[src/rtl/atr_pkg.sv]
package atr_pkg;
  typedef enum logic [1:0] {
    ST_IDLE,
    ST_ARMED,
    ST_SHIFT,
    ST_DONE
  } atr_state_e;
endpackage

[src/rtl/atr_edge_sync.sv]
module atr_edge_sync #(
  parameter int WIDTH  = 2,
  parameter int STAGES = 2
) (
  input  logic             clk_i,
  input  logic             rst_ni,
  input  logic [WIDTH-1:0] async_i,
  output logic [WIDTH-1:0] lvl_o,
  output logic [WIDTH-1:0] chg_o
);
  logic [WIDTH-1:0] stage_q [STAGES];
  logic [WIDTH-1:0] prev_q;

  for (genvar s = 0; s < STAGES; s++) begin : g_stage
    always_ff @(posedge clk_i or negedge rst_ni) begin
      if (!rst_ni) stage_q[s] <= '0;
      else if (s == 0) stage_q[s] <= async_i;
      else stage_q[s] <= stage_q[(s == 0) ? 0 : s-1];
    end
  end

  always_ff @(posedge clk_i or negedge rst_ni) begin
    if (!rst_ni) prev_q <= '0;
    else prev_q <= stage_q[STAGES-1];
  end

  assign lvl_o = stage_q[STAGES-1];
  assign chg_o = stage_q[STAGES-1] ^ prev_q;
endmodule

[src/rtl/atr_ctrl.sv]
module atr_ctrl
  import atr_pkg::*;
#(
  parameter int NBITS = 32,
  parameter int CNT_W = $clog2(NBITS)
) (
  input  logic             clk_i,
  input  logic             rst_ni,
  input  logic             rst_lvl_i,
  input  logic             rst_chg_i,
  input  logic             clk_lvl_i,
  input  logic             clk_chg_i,
  output logic [CNT_W-1:0] cnt_o,
  output logic             oe_o,
  output logic             done_o
);
  localparam logic [CNT_W-1:0] LAST = CNT_W'(NBITS - 1);

  atr_state_e state_q;
  logic [CNT_W-1:0] cnt_q;
  logic oe_q, done_q;
  logic rst_rise, rst_fall, clk_rise;

  assign rst_rise = rst_chg_i & rst_lvl_i;
  assign rst_fall = rst_chg_i & ~rst_lvl_i;
  assign clk_rise = clk_chg_i & clk_lvl_i;

  always_ff @(posedge clk_i or negedge rst_ni) begin
    if (!rst_ni) begin
      state_q <= ST_IDLE;
      cnt_q   <= '0;
      oe_q    <= 1'b0;
      done_q  <= 1'b0;
    end else if (rst_rise) begin
      // abort wherever we are
      state_q <= ST_IDLE;
      cnt_q   <= '0;
      oe_q    <= 1'b0;
      done_q  <= 1'b0;
    end else begin
      unique case (state_q)
        ST_IDLE: if (rst_lvl_i && clk_rise) begin
          state_q <= ST_ARMED;
          cnt_q   <= '0;
        end
        ST_ARMED: if (rst_fall) begin
          state_q <= ST_SHIFT;
          oe_q    <= 1'b1;
        end
        ST_SHIFT: if (clk_rise) begin
          if (cnt_q == LAST) begin
            state_q <= ST_DONE;
            oe_q    <= 1'b0;
            done_q  <= 1'b1;
          end else begin
            cnt_q <= cnt_q + 1'b1;
          end
        end
        default: ;
      endcase
    end
  end

  assign cnt_o  = cnt_q;
  assign oe_o   = oe_q;
  assign done_o = done_q;


  start_bit0_chk: assert property (@(posedge clk_i) disable iff (!rst_ni)
    (state_q == ST_ARMED && rst_fall && !rst_rise) |=> (oe_q && cnt_q == '0));

  bit_step_chk: assert property (@(posedge clk_i) disable iff (!rst_ni)
    (oe_q && clk_rise && !rst_rise && cnt_q != LAST) |=> (oe_q && cnt_q == CNT_W'($past(cnt_q) + 1'b1)));

  done_excl_chk: assert property (@(posedge clk_i) disable iff (!rst_ni)
    !(done_q && oe_q));

  done_hold_chk: assert property (@(posedge clk_i) disable iff (!rst_ni)
    (done_q && !rst_rise) |=> done_q);

  abort_chk: assert property (@(posedge clk_i) disable iff (!rst_ni)
    rst_rise |=> (!oe_q && !done_q && cnt_q == '0));
endmodule

[src/rtl/atr_sequencer.sv]
module atr_sequencer #(
  parameter int ADDR_W    = 8,
  parameter int DATA_W    = 8,
  parameter int ATR_BYTES = 4,
  parameter int SYNC_STG  = 2
) (
  input  logic              clk_i,
  input  logic              rst_ni,
  input  logic              card_rst_i,
  input  logic              card_clk_i,
  output logic [ADDR_W-1:0] mem_addr_o,
  input  logic [DATA_W-1:0] mem_data_i,
  output logic              io_o,
  output logic              io_oe_o,
  output logic              done_o
);
  localparam int NBITS = ATR_BYTES * DATA_W;
  localparam int CNT_W = $clog2(NBITS);
  localparam int BIT_W = $clog2(DATA_W);

  logic [1:0] lvl, chg;
  logic [CNT_W-1:0] cnt;
  logic oe;

  atr_edge_sync #(.WIDTH(2), .STAGES(SYNC_STG)) u_sync (
    .clk_i   (clk_i),
    .rst_ni  (rst_ni),
    .async_i ({card_rst_i, card_clk_i}),
    .lvl_o   (lvl),
    .chg_o   (chg)
  );

  atr_ctrl #(.NBITS(NBITS), .CNT_W(CNT_W)) u_ctrl (
    .clk_i     (clk_i),
    .rst_ni    (rst_ni),
    .rst_lvl_i (lvl[1]),
    .rst_chg_i (chg[1]),
    .clk_lvl_i (lvl[0]),
    .clk_chg_i (chg[0]),
    .cnt_o     (cnt),
    .oe_o      (oe),
    .done_o    (done_o)
  );

  assign mem_addr_o = ADDR_W'(cnt >> BIT_W);
  assign io_o       = oe & mem_data_i[cnt[BIT_W-1:0]];
  assign io_oe_o    = oe;
endmodule

[config.mk]
export PLATFORM = sky130hd
export DESIGN_NAME = atr_sequencer
export DESIGN_NICKNAME = d
export VERILOG_FILES = /design/src/rtl/atr_pkg.sv /design/src/rtl/atr_edge_sync.sv /design/src/rtl/atr_ctrl.sv /design/src/rtl/atr_sequencer.sv
export SDC_FILE = /design/constraint.sdc
export NUM_CORES = 1
export LEC_CHECK = 0
export CORE_MARGIN = 2
export CORE_UTILIZATION = 51
export DETAILED_ROUTE_END_ITERATION = 16
export GPL_TIMING_DRIVEN = 0
export PLACE_DENSITY = 0.83
export SYNTH_ARGS = -nofsm -noshare
export SYNTH_HDL_FRONTEND = slang
export SYNTH_SLANG_ARGS = --single-unit
[constraint.sdc]
create_clock -name clk_i -period 3.1 [get_ports clk_i]
set_input_delay 0.465 -clock clk_i [delete_from_list [all_inputs] [get_ports clk_i]]
set_output_delay 0.465 -clock clk_i [all_outputs]
set_load 0.02 [all_outputs]
==> results of run 1 <==
through the flow:
| stage | hold WS, ns | util [%] | total power [mW] | setup WS [ns] |
|---|---|---|---|---|
| after floorplan | 0.169 | - | 0.451 | 1.21 |
| after global placement | 0.333 | 64.7 | 0.516 | 0.642 |
| after detailed placement | 0.335 | 64.7 | 0.530 | 0.628 |
| after CTS | 0.356 | 66.4 | 0.641 | 0.626 |
| after global routing | 0.372 | 66.4 | 0.681 | 0.574 |
| final | 0.355 | 66.4 | 0.639 | 0.632 |
power breakdown:
group / total, mW / switching [mW] / leakage (nW) / internal, mW
clock network: 0.113 / 0.0645 / 0.0177 / 0.0480
registers: 0.246 / 0.0251 / 0.190 / 0.220
logic: 0.281 / 0.147 / 0.293 / 0.134
layer usage:
layer	global-route usage [%]	vias to the layer above	wire, um
met1	20.0	327	741
met4	8.00	0	27
met3	3.57	5	117
met2	33.1	23	818
li1	-	343	-
met5	0	-	0
worst max path at each step:
stage / endpoint / slack [ns] / startpoint / cells past startpoint
4_1_cts: io_o / 0.63 / mem_data_i[7] / 5
6_report: io_o / 0.63 / mem_data_i[7] / 5
2_1_floorplan: u_ctrl.cnt_o[3] / 1.21 / u_ctrl.cnt_o[0] / 6
3_5_place_dp: io_o / 0.63 / mem_data_i[7] / 5
5_1_grt: io_o / 0.57 / u_ctrl.cnt_o[0] / 4
3_3_place_gp: io_o / 0.64 / mem_data_i[3] / 5
cell families after synthesis:
| group | synth area share (%) |
|---|---|
| fa+ha+maj | 7.00 |
| simple gates | 18.3 |
| compound gates | 15.3 |
| buf+inv | 9.66 |
| mux | 7.28 |
| other cells | 0.420 |
| flops | 42.0 |
sequential cells by signal, indices dropped and copies added (netlist names):
| register | count |
|---|---|
| u_ctrl.cnt_o | 5 |
| u_ctrl.state_q | 2 |
| u_sync.lvl_o | 2 |
| u_sync.prev_q | 2 |
| u_sync.stage_q | 2 |
| u_ctrl.done_o | 1 |
| u_ctrl.oe_o | 1 |
cell type report:
type	instances	area share, %
plain buffers	10	6.36
clock buffers	3	2.01
clock inverters	1	0.446
inverters	4	1.34
multi-input cells	60	40.2
flip-flops and latches	15	33.5
well taps	17	1.90
repair buffers	16	14.3
cells in the final DEF (no fill, tap or decap), types with 3 or more instances in the layout:
cell             netlist  routed
a21oi_1                5       5
buf_4                  9       9
clkbuf_4               0       3
clkdlybuf4s50_1        0      16
conb_1                 1       6
dfrtp_1               15      15
ha_1                   5       5
inv_1                  4       4
nand2_1                6       6
nand2b_1               3       3
nand3_1                4       4
nand3b_1               3       3
nor2_1                 3       3
==> reports/metrics.csv, run 1 <==
metric,value,unit
cp.arrival,2.00,ns
core,0.00169,mm^2
hp-start,u_sync.stage_q[2],
synth_area_leader_cell,dfrtp_1,
placed_cell_area,0.00109,mm^2
p_leak,0.501,nW
overflow,0,
r2r_start,u_ctrl.cnt_o[0],
rr_worst_depth,6,
r2r_end,u_ctrl.state_q[0],
hold_end,u_sync.lvl_o[0],
required,2.63,ns
async_reset_ff_share,100,%
synth_seq_cells,15,
hold_buffers,0,
grt_first_pass_wirelength,2.79,mm
path_class,input pin to primary output,
cp.buffers_inverters,2,
post_synth.cell_area_avg,10.6,um^2
setup_viol,0,
routedWlPerCell,13.5,um
fillers,141,
vias,698,
synthTopCellsByCount,"dfrtp_1, buf_4, nand2_1, a21oi_1, ha_1",
clk_path_buf_depth,2,
io_buffer_count,16,
ys_top_cells_by_area,"dfrtp_1, buf_4, ha_1",
power_density,570,mW/mm^2
final-seq-area,375,um^2
drt-initial-drc-count,12,
path_clk_slew,0.09,ns
syn_inst,84,
ant_nets,0,
grt_max_degree,16,
report.final.slew_viol_count,0,
yosys.area.top_type_share,42.0,%
drtPass1Iterations,4,
htree_levels,1,
gp_congestion,0.754,
holdCritPathClass,flip-flop to flip-flop,
die_y,45.9,um
crit_slowest_cell,clkdlybuf4s50_1,
ys.flop_type,dfrtp_1,
status,"finished, final reports clean",
slew_headroom,56.4,%
ys_seq_area_share,42.0,%
final.min_clock_period,2.47,ns
cts_tree,built,
worst_pin_slew,0.652,ns
routed_wl,1.70,mm
synthesis.area,893,um^2
start_util,52.9,%
hold_viol,0,
stdcell_count,126,
reg2reg_slack,0.97,ns
synth.distinct_cells,33,
dpl.hpwl,1.34,mm
fin_setup_tns,0,ns
cts_setup_buffers,0,
cts_resized,0,
end_kind,primary output,
path_max_fanout,1,
drc,0,
yosysWarnings,0,
yosysMostFrequentCell,dfrtp_1,
cpMostUsedCell,clkdlybuf4s50_1,
dp_cells,122,
antenna_found_initial,0,
max-cap-violations,0,
cts_root_buf,clkbuf_4,
multiInputGateArea,450,um^2
grt_use_total,18.2,%
path_delay_family,buffers and inverters,
max_stage_delay,0.52,ns
rows,15,
design_area,0.00112,mm^2
clock_sinks,15,
min_period_over_period,79.6,%
synth_edf_count,0,
syn_to_final_growth,25.5,%
path_cells,clkdlybuf4s50_1 -> mux4_2 -> nand3_1 -> nand2_1 -> clkdlybuf4s50_1,
rsz0062_at_grt,false,
fmax,405,MHz
die_w,45.9,um
dieArea,0.00210,mm^2
crit_path_start_kind,input pin,
routed_via_density,5.54,
antenna_cells,0,
nets,127,
cts_buffers,3,
grt_pass1_vias,686,
io_pins,23,
drive_gt1_share,17.4,%
worstHoldPathCells,0,
worstSkewPairLatency,0.29,ns
peakVddDrop,444,uV
fin_worst_skew,0.00377,ns
(Power assumes the default switching activity.)
==> inputs of run 2 (changes only) <==
CORE_ASPECT_RATIO = 1.4   (was not set)
CORE_UTILIZATION = 42   (was 51)
PLACE_DENSITY = 0.73   (was 0.83)
clock period = 2.1 ns   (was 3.1 ns; I/O delays follow)
==> run 2 against run 1 <==
  * Clock skew up 0.00071 ns
  * Routed wire length up 4.2%
  * Clock-buffer cell count unchanged
  * Die area up 20%
  * Sequential share of layout area down 1.2 points
  * Sequential power up 46%
  * Hold slack better by 0.0014 ns
  * Cell count up 5.6%
  * Cell area up 4.0%
  * Global-route usage down 3.3 points
  * Sequential cell count unchanged
  * First-iteration DRC count down 58%
  * Largest cell class unchanged
==> reports/metrics.csv, run 2 (synthesis gave the netlist of run 1 again) <==
metric,value,unit
routed_via_density,5.38,
die_y,58.6,um
required,2.28,ns
gp_congestion,0.779,
start_util,44.7,%
peakVddDrop,563,uV
crit_path_end,u_ctrl.cnt_o[2],
drc,0,
cts_tree,built,
largest_reg_flops,5,
io_pins,23,
final.min_clock_period,2.07,ns
setup_slack,0.0318,ns
slew_headroom,55.3,%
clk_path_buf_depth,2,
drtPass1Iterations,4,
r2r_start,u_ctrl.cnt_o[0],
drive_gt1_share,22.3,%
worstSkewPairLatency,0.29,ns
setup_viol,0,
power_density,820,mW/mm^2
grt_max_degree,16,
fin_worst_skew,0.00448,ns
finalPower,0.956,mW
core,0.00200,mm^2
final_common_cell,clkdlybuf4s50_1,
dp_cells,126,
cts_root_buf,clkbuf_4,
fin_setup_tns,0,ns
end_kind,flip-flop,
routedWlPerCell,13.4,um
path_class,flip-flop to flip-flop,
grt_first_pass_wirelength,2.82,mm
vias,716,
antenna_found_initial,0,
dpl.hpwl,1.31,mm
cts_buffers,3,
ant_nets,0,
dieArea,0.00252,mm^2
io_buffer_count,16,
grt_use_total,14.8,%
routed_wl,1.78,mm
syn_to_final_growth,30.5,%
nets,130,
max-cap-violations,0,
path_clk_slew,0.09,ns
reg2reg_slack,0.03,ns
r2r_end,u_ctrl.cnt_o[2],
fmax,484,MHz
hold_viol,0,
hold_ws,0.357,ns
clock_sinks,15,
cp.arrival,2.25,ns
path_max_fanout,5,
report.final.slew_viol_count,0,
stdcell_count,133,
worst_pin_slew,0.668,ns
min_period_over_period,98.5,%
drt-initial-drc-count,5,
preCtsSetupSlack,-0.0792,ns
crit_path_start_kind,flip-flop,
rows,19,
grt_pass1_vias,703,
final_cell_mix,"clkdlybuf4s50_1, dfrtp_1, buf_4",
rr_worst_depth,8,
overflow,0,
holdCritPathClass,flip-flop to flip-flop,
p_leak,0.514,nW
status,"finished, final reports clean",
die_w,43.0,um
antenna_cells,0,
startpoint,u_ctrl.cnt_o[0],
htree_levels,1,
run 2: changes by cell type in the layout (fill, tap and decap cells not counted), sizes merged:
cell	change
dlygate4sd2	+1
buf	+3
clkdlybuf4s50	-1
run 2: repair_timing:
action / in CTS / in global routing
hold buffers: 0 / 0
pin swaps: 1 / 1
endpoints found under the setup margin: 1 / 1
setup buffers: 1 / 2
gates resized for setup: 4 / 1
run 2: worst min-delay path by stage:
stage                      endpoint  cells after the start               from
floorplan           u_ctrl.cnt_o[0]                      0             rst_ni
global placement    u_sync.lvl_o[0]                      0  u_sync.stage_q[2]
detailed placement  u_sync.lvl_o[0]                      0  u_sync.stage_q[2]
CTS                 u_sync.lvl_o[0]                      0  u_sync.stage_q[2]
global route        u_sync.lvl_o[1]                      0  u_sync.stage_q[3]
finish              u_sync.lvl_o[0]                      0  u_sync.stage_q[2]
run 2: per-layer routing:
metal  track usage, %  up-vias  part of all wire [%]
li1                 -      347                     -
met1             15.2      343                    39
met2             28.4       21                    52
met3             3.07        5                   6.8
met4             6.49        0                   2.1
met5                0        -                     0
run 2: layout make-up:
class / instances / area, um^2
Clock buffer: 3 / 22.5
Fill cell: 173 / 831
Buffer: 10 / 71.3
Sequential cell: 15 / 377
Clock inverter: 1 / 5.00
Timing Repair Buffer: 19 / 181
Tap cell: 21 / 26.3
Multi-Input combinational cell: 60 / 468
Inverter: 4 / 15.0
run 2: metrics by stage:
| stage | utilization, % | area (um^2) |
|---|---|---|
| finish | 58.4 | 1170 |
| global route | 58.4 | 1170 |
| CTS | 57.4 | 1150 |
| detailed placement | 55.0 | 1100 |
| global placement | 55.0 | 1100 |
| floorplan | - | 912 |
run 2: power breakdown:
group	switching (mW)	total [mW]	internal, mW
combinational	0.225	0.428	0.203
clock	0.0995	0.170	0.0709
sequential	0.0321	0.358	0.326
total	0.356	0.956	0.600
run 2: worst max-delay path: stages, from the launching register on:
cell,delay (ns)
dfrtp_2,0.44
buf_4,0.16
ha_1,0.22
and3_4,0.19
ha_4,0.17
a221oi_4,0.34
buf_4,0.18
mux2i_1,0.18
nor3_1,0.07
==> inputs of run 3 (changes only) <==
CAP_MARGIN = 0   (was not set)
CORE_MARGIN = 3   (was 2)
GPL_TIMING_DRIVEN = not set   (was 0)
==> run 3 against run 2 <==
  * Die area up 8.2%
  * Largest power group unchanged
  * Largest cell class unchanged
  * Core utilization down 3.8 points
  * Critical path type unchanged
  * Global-route usage fell by 0.79 points
  * Maximum frequency up 2.9%
  * First-iteration DRC count grew 20%
  * Non-clock buffer count shrank 8
  * Via count fell by 6.6%
  * Cell count fell by 6.0%
==> reports/metrics.csv, run 3 (synthesis gave the netlist of run 1 again) <==
metric,value,unit
status,"finished, final reports clean",
max-cap-violations,0,
cts_root_buf,clkbuf_4,
final.min_clock_period,2.01,ns
final_cell_mix,"clkdlybuf4s50_1, dfrtp_1, nand2_1, conb_1",
final_common_cell,clkdlybuf4s50_1,
grt_first_pass_wirelength,2.82,mm
antenna_cells,0,
cts_tree,built,
clock_sinks,15,
path_clk_slew,0.08,ns
fillers,179,
drtPass1Iterations,4,
holdCritPathClass,flip-flop to flip-flop,
grt_use_total,14.0,%
cp.arrival,2.18,ns
hold_viol,0,
cts_buffers,3,
end_kind,flip-flop,
fmax,497,MHz
grt_pass1_vias,715,
ant_nets,0,
routed_via_density,5.35,
largest_reg_flops,5,
p_leak,0.477,nW
syn_to_final_growth,22.1,%
grt_max_degree,16,
setup_viol,0,
drive_gt1_share,14.4,%
hold_buffers,0,
overflow,0,
vias,669,
htree_levels,1,
slew_headroom,56.1,%
drt-initial-drc-count,6,
routed_wl,1.75,mm
final-seq-area,377,um^2
path_class,flip-flop to flip-flop,
fin_worst_skew,0.00135,ns
design_area,0.00109,mm^2
die_y,60.6,um
rsz0062_at_grt,false,
worst_pin_slew,0.657,ns
report.final.slew_viol_count,0,
clk_path_buf_depth,2,
routedWlPerCell,14.0,um
dieArea,0.00272,mm^2
min_period_over_period,95.7,%
power_density,866,mW/mm^2
peakVddDrop,607,uV
start_util,44.7,%
placed_cell_area,0.00105,mm^2
final_util,54.6,%
antenna_found_initial,0,
path_max_fanout,4,
drc,0,
crit_path_start_kind,flip-flop,
core,0.00200,mm^2
dpl.hpwl,1.37,mm
worstSkewPairLatency,0.28,ns
rows,19,
gp_congestion,0.819,
io_buffer_count,16,
die_w,45.0,um
multiInputGateArea,450,um^2
required,2.27,ns
nets,122,
io_pins,23,
reg2reg_slack,0.09,ns
## run 3: cell types whose count changed in the layout (fill, tap and decap cells not counted)
cell	previous run	this run
ha_1	4	5
ha_4	1	0
buf_4	12	5
and3_1	0	1
and3_4	1	0
clkinv_2	1	0
## run 3: worst paths after layout
kind,end,depth (start not counted),startpoint
setup / recovery,u_ctrl.cnt_o[2],7,u_ctrl.cnt_o[0]
hold / removal,u_sync.lvl_o[1],0,u_sync.stage_q[3]
setup reg to reg,u_ctrl.cnt_o[2],7,u_ctrl.cnt_o[0]
hold reg to reg,u_sync.lvl_o[1],0,u_sync.stage_q[3]
max in group asynchronous,u_ctrl.cnt_o[0],1,rst_ni
min in group asynchronous,u_ctrl.cnt_o[2],1,rst_ni
## run 3: where the power goes
group	internal [mW]	total [mW]	leakage, nW	switching [mW]
Combinational	0.200	0.422	0.273	0.222
Clock	0.0738	0.163	0.0150	0.0889
Sequential	0.326	0.360	0.188	0.0346
Total	0.600	0.945	0.477	0.346
## run 3: cell type report
| class | instances | share of cell area, % |
|---|---|---|
| Timing Repair Buffer | 21 | 18.0 |
| Inverter | 4 | 1.38 |
| Sequential cell | 15 | 34.5 |
| Clock buffer | 4 | 2.41 |
| Tap cell | 21 | 2.41 |
| Multi-Input combinational cell | 60 | 41.3 |
## run 3: metrics by stage
stage                     setup slack [ns]  instances  setup TNS [ns]  hold slack, ns  total power, mW
after CTS                           0.0473        123               0           0.368            0.949
after floorplan                      0.213         89               0          0.0194            0.665
after global routing                0.0180        125               0           0.370             1.02
final                               0.0899        125               0           0.361            0.945
after detailed placement           -0.0862        119         -0.0862           0.340            0.784
after global placement             -0.0534        119         -0.0534           0.334            0.769
## run 3: routing by layer
metal	part of all wire (%)	global-route usage (%)
met1	41	14.1
met2	52	26.9
met3	5.9	1.78
met4	0.52	7.53
met5	0	0
## run 3: what timing repair did
action,in CTS,in global routing
setup buffers,0,2
setup endpoints to repair,1,1
resized for setup,2,0
pin swaps,0,1
## run 3: worst max-delay path, stage by stage, from the launching register on
cell,delay (ns)
dfrtp_2,0.45
ha_1,0.23
and3_1,0.19
ha_1,0.23
a221oi_4,0.37
buf_4,0.18
mux2i_1,0.18
nor3_1,0.07
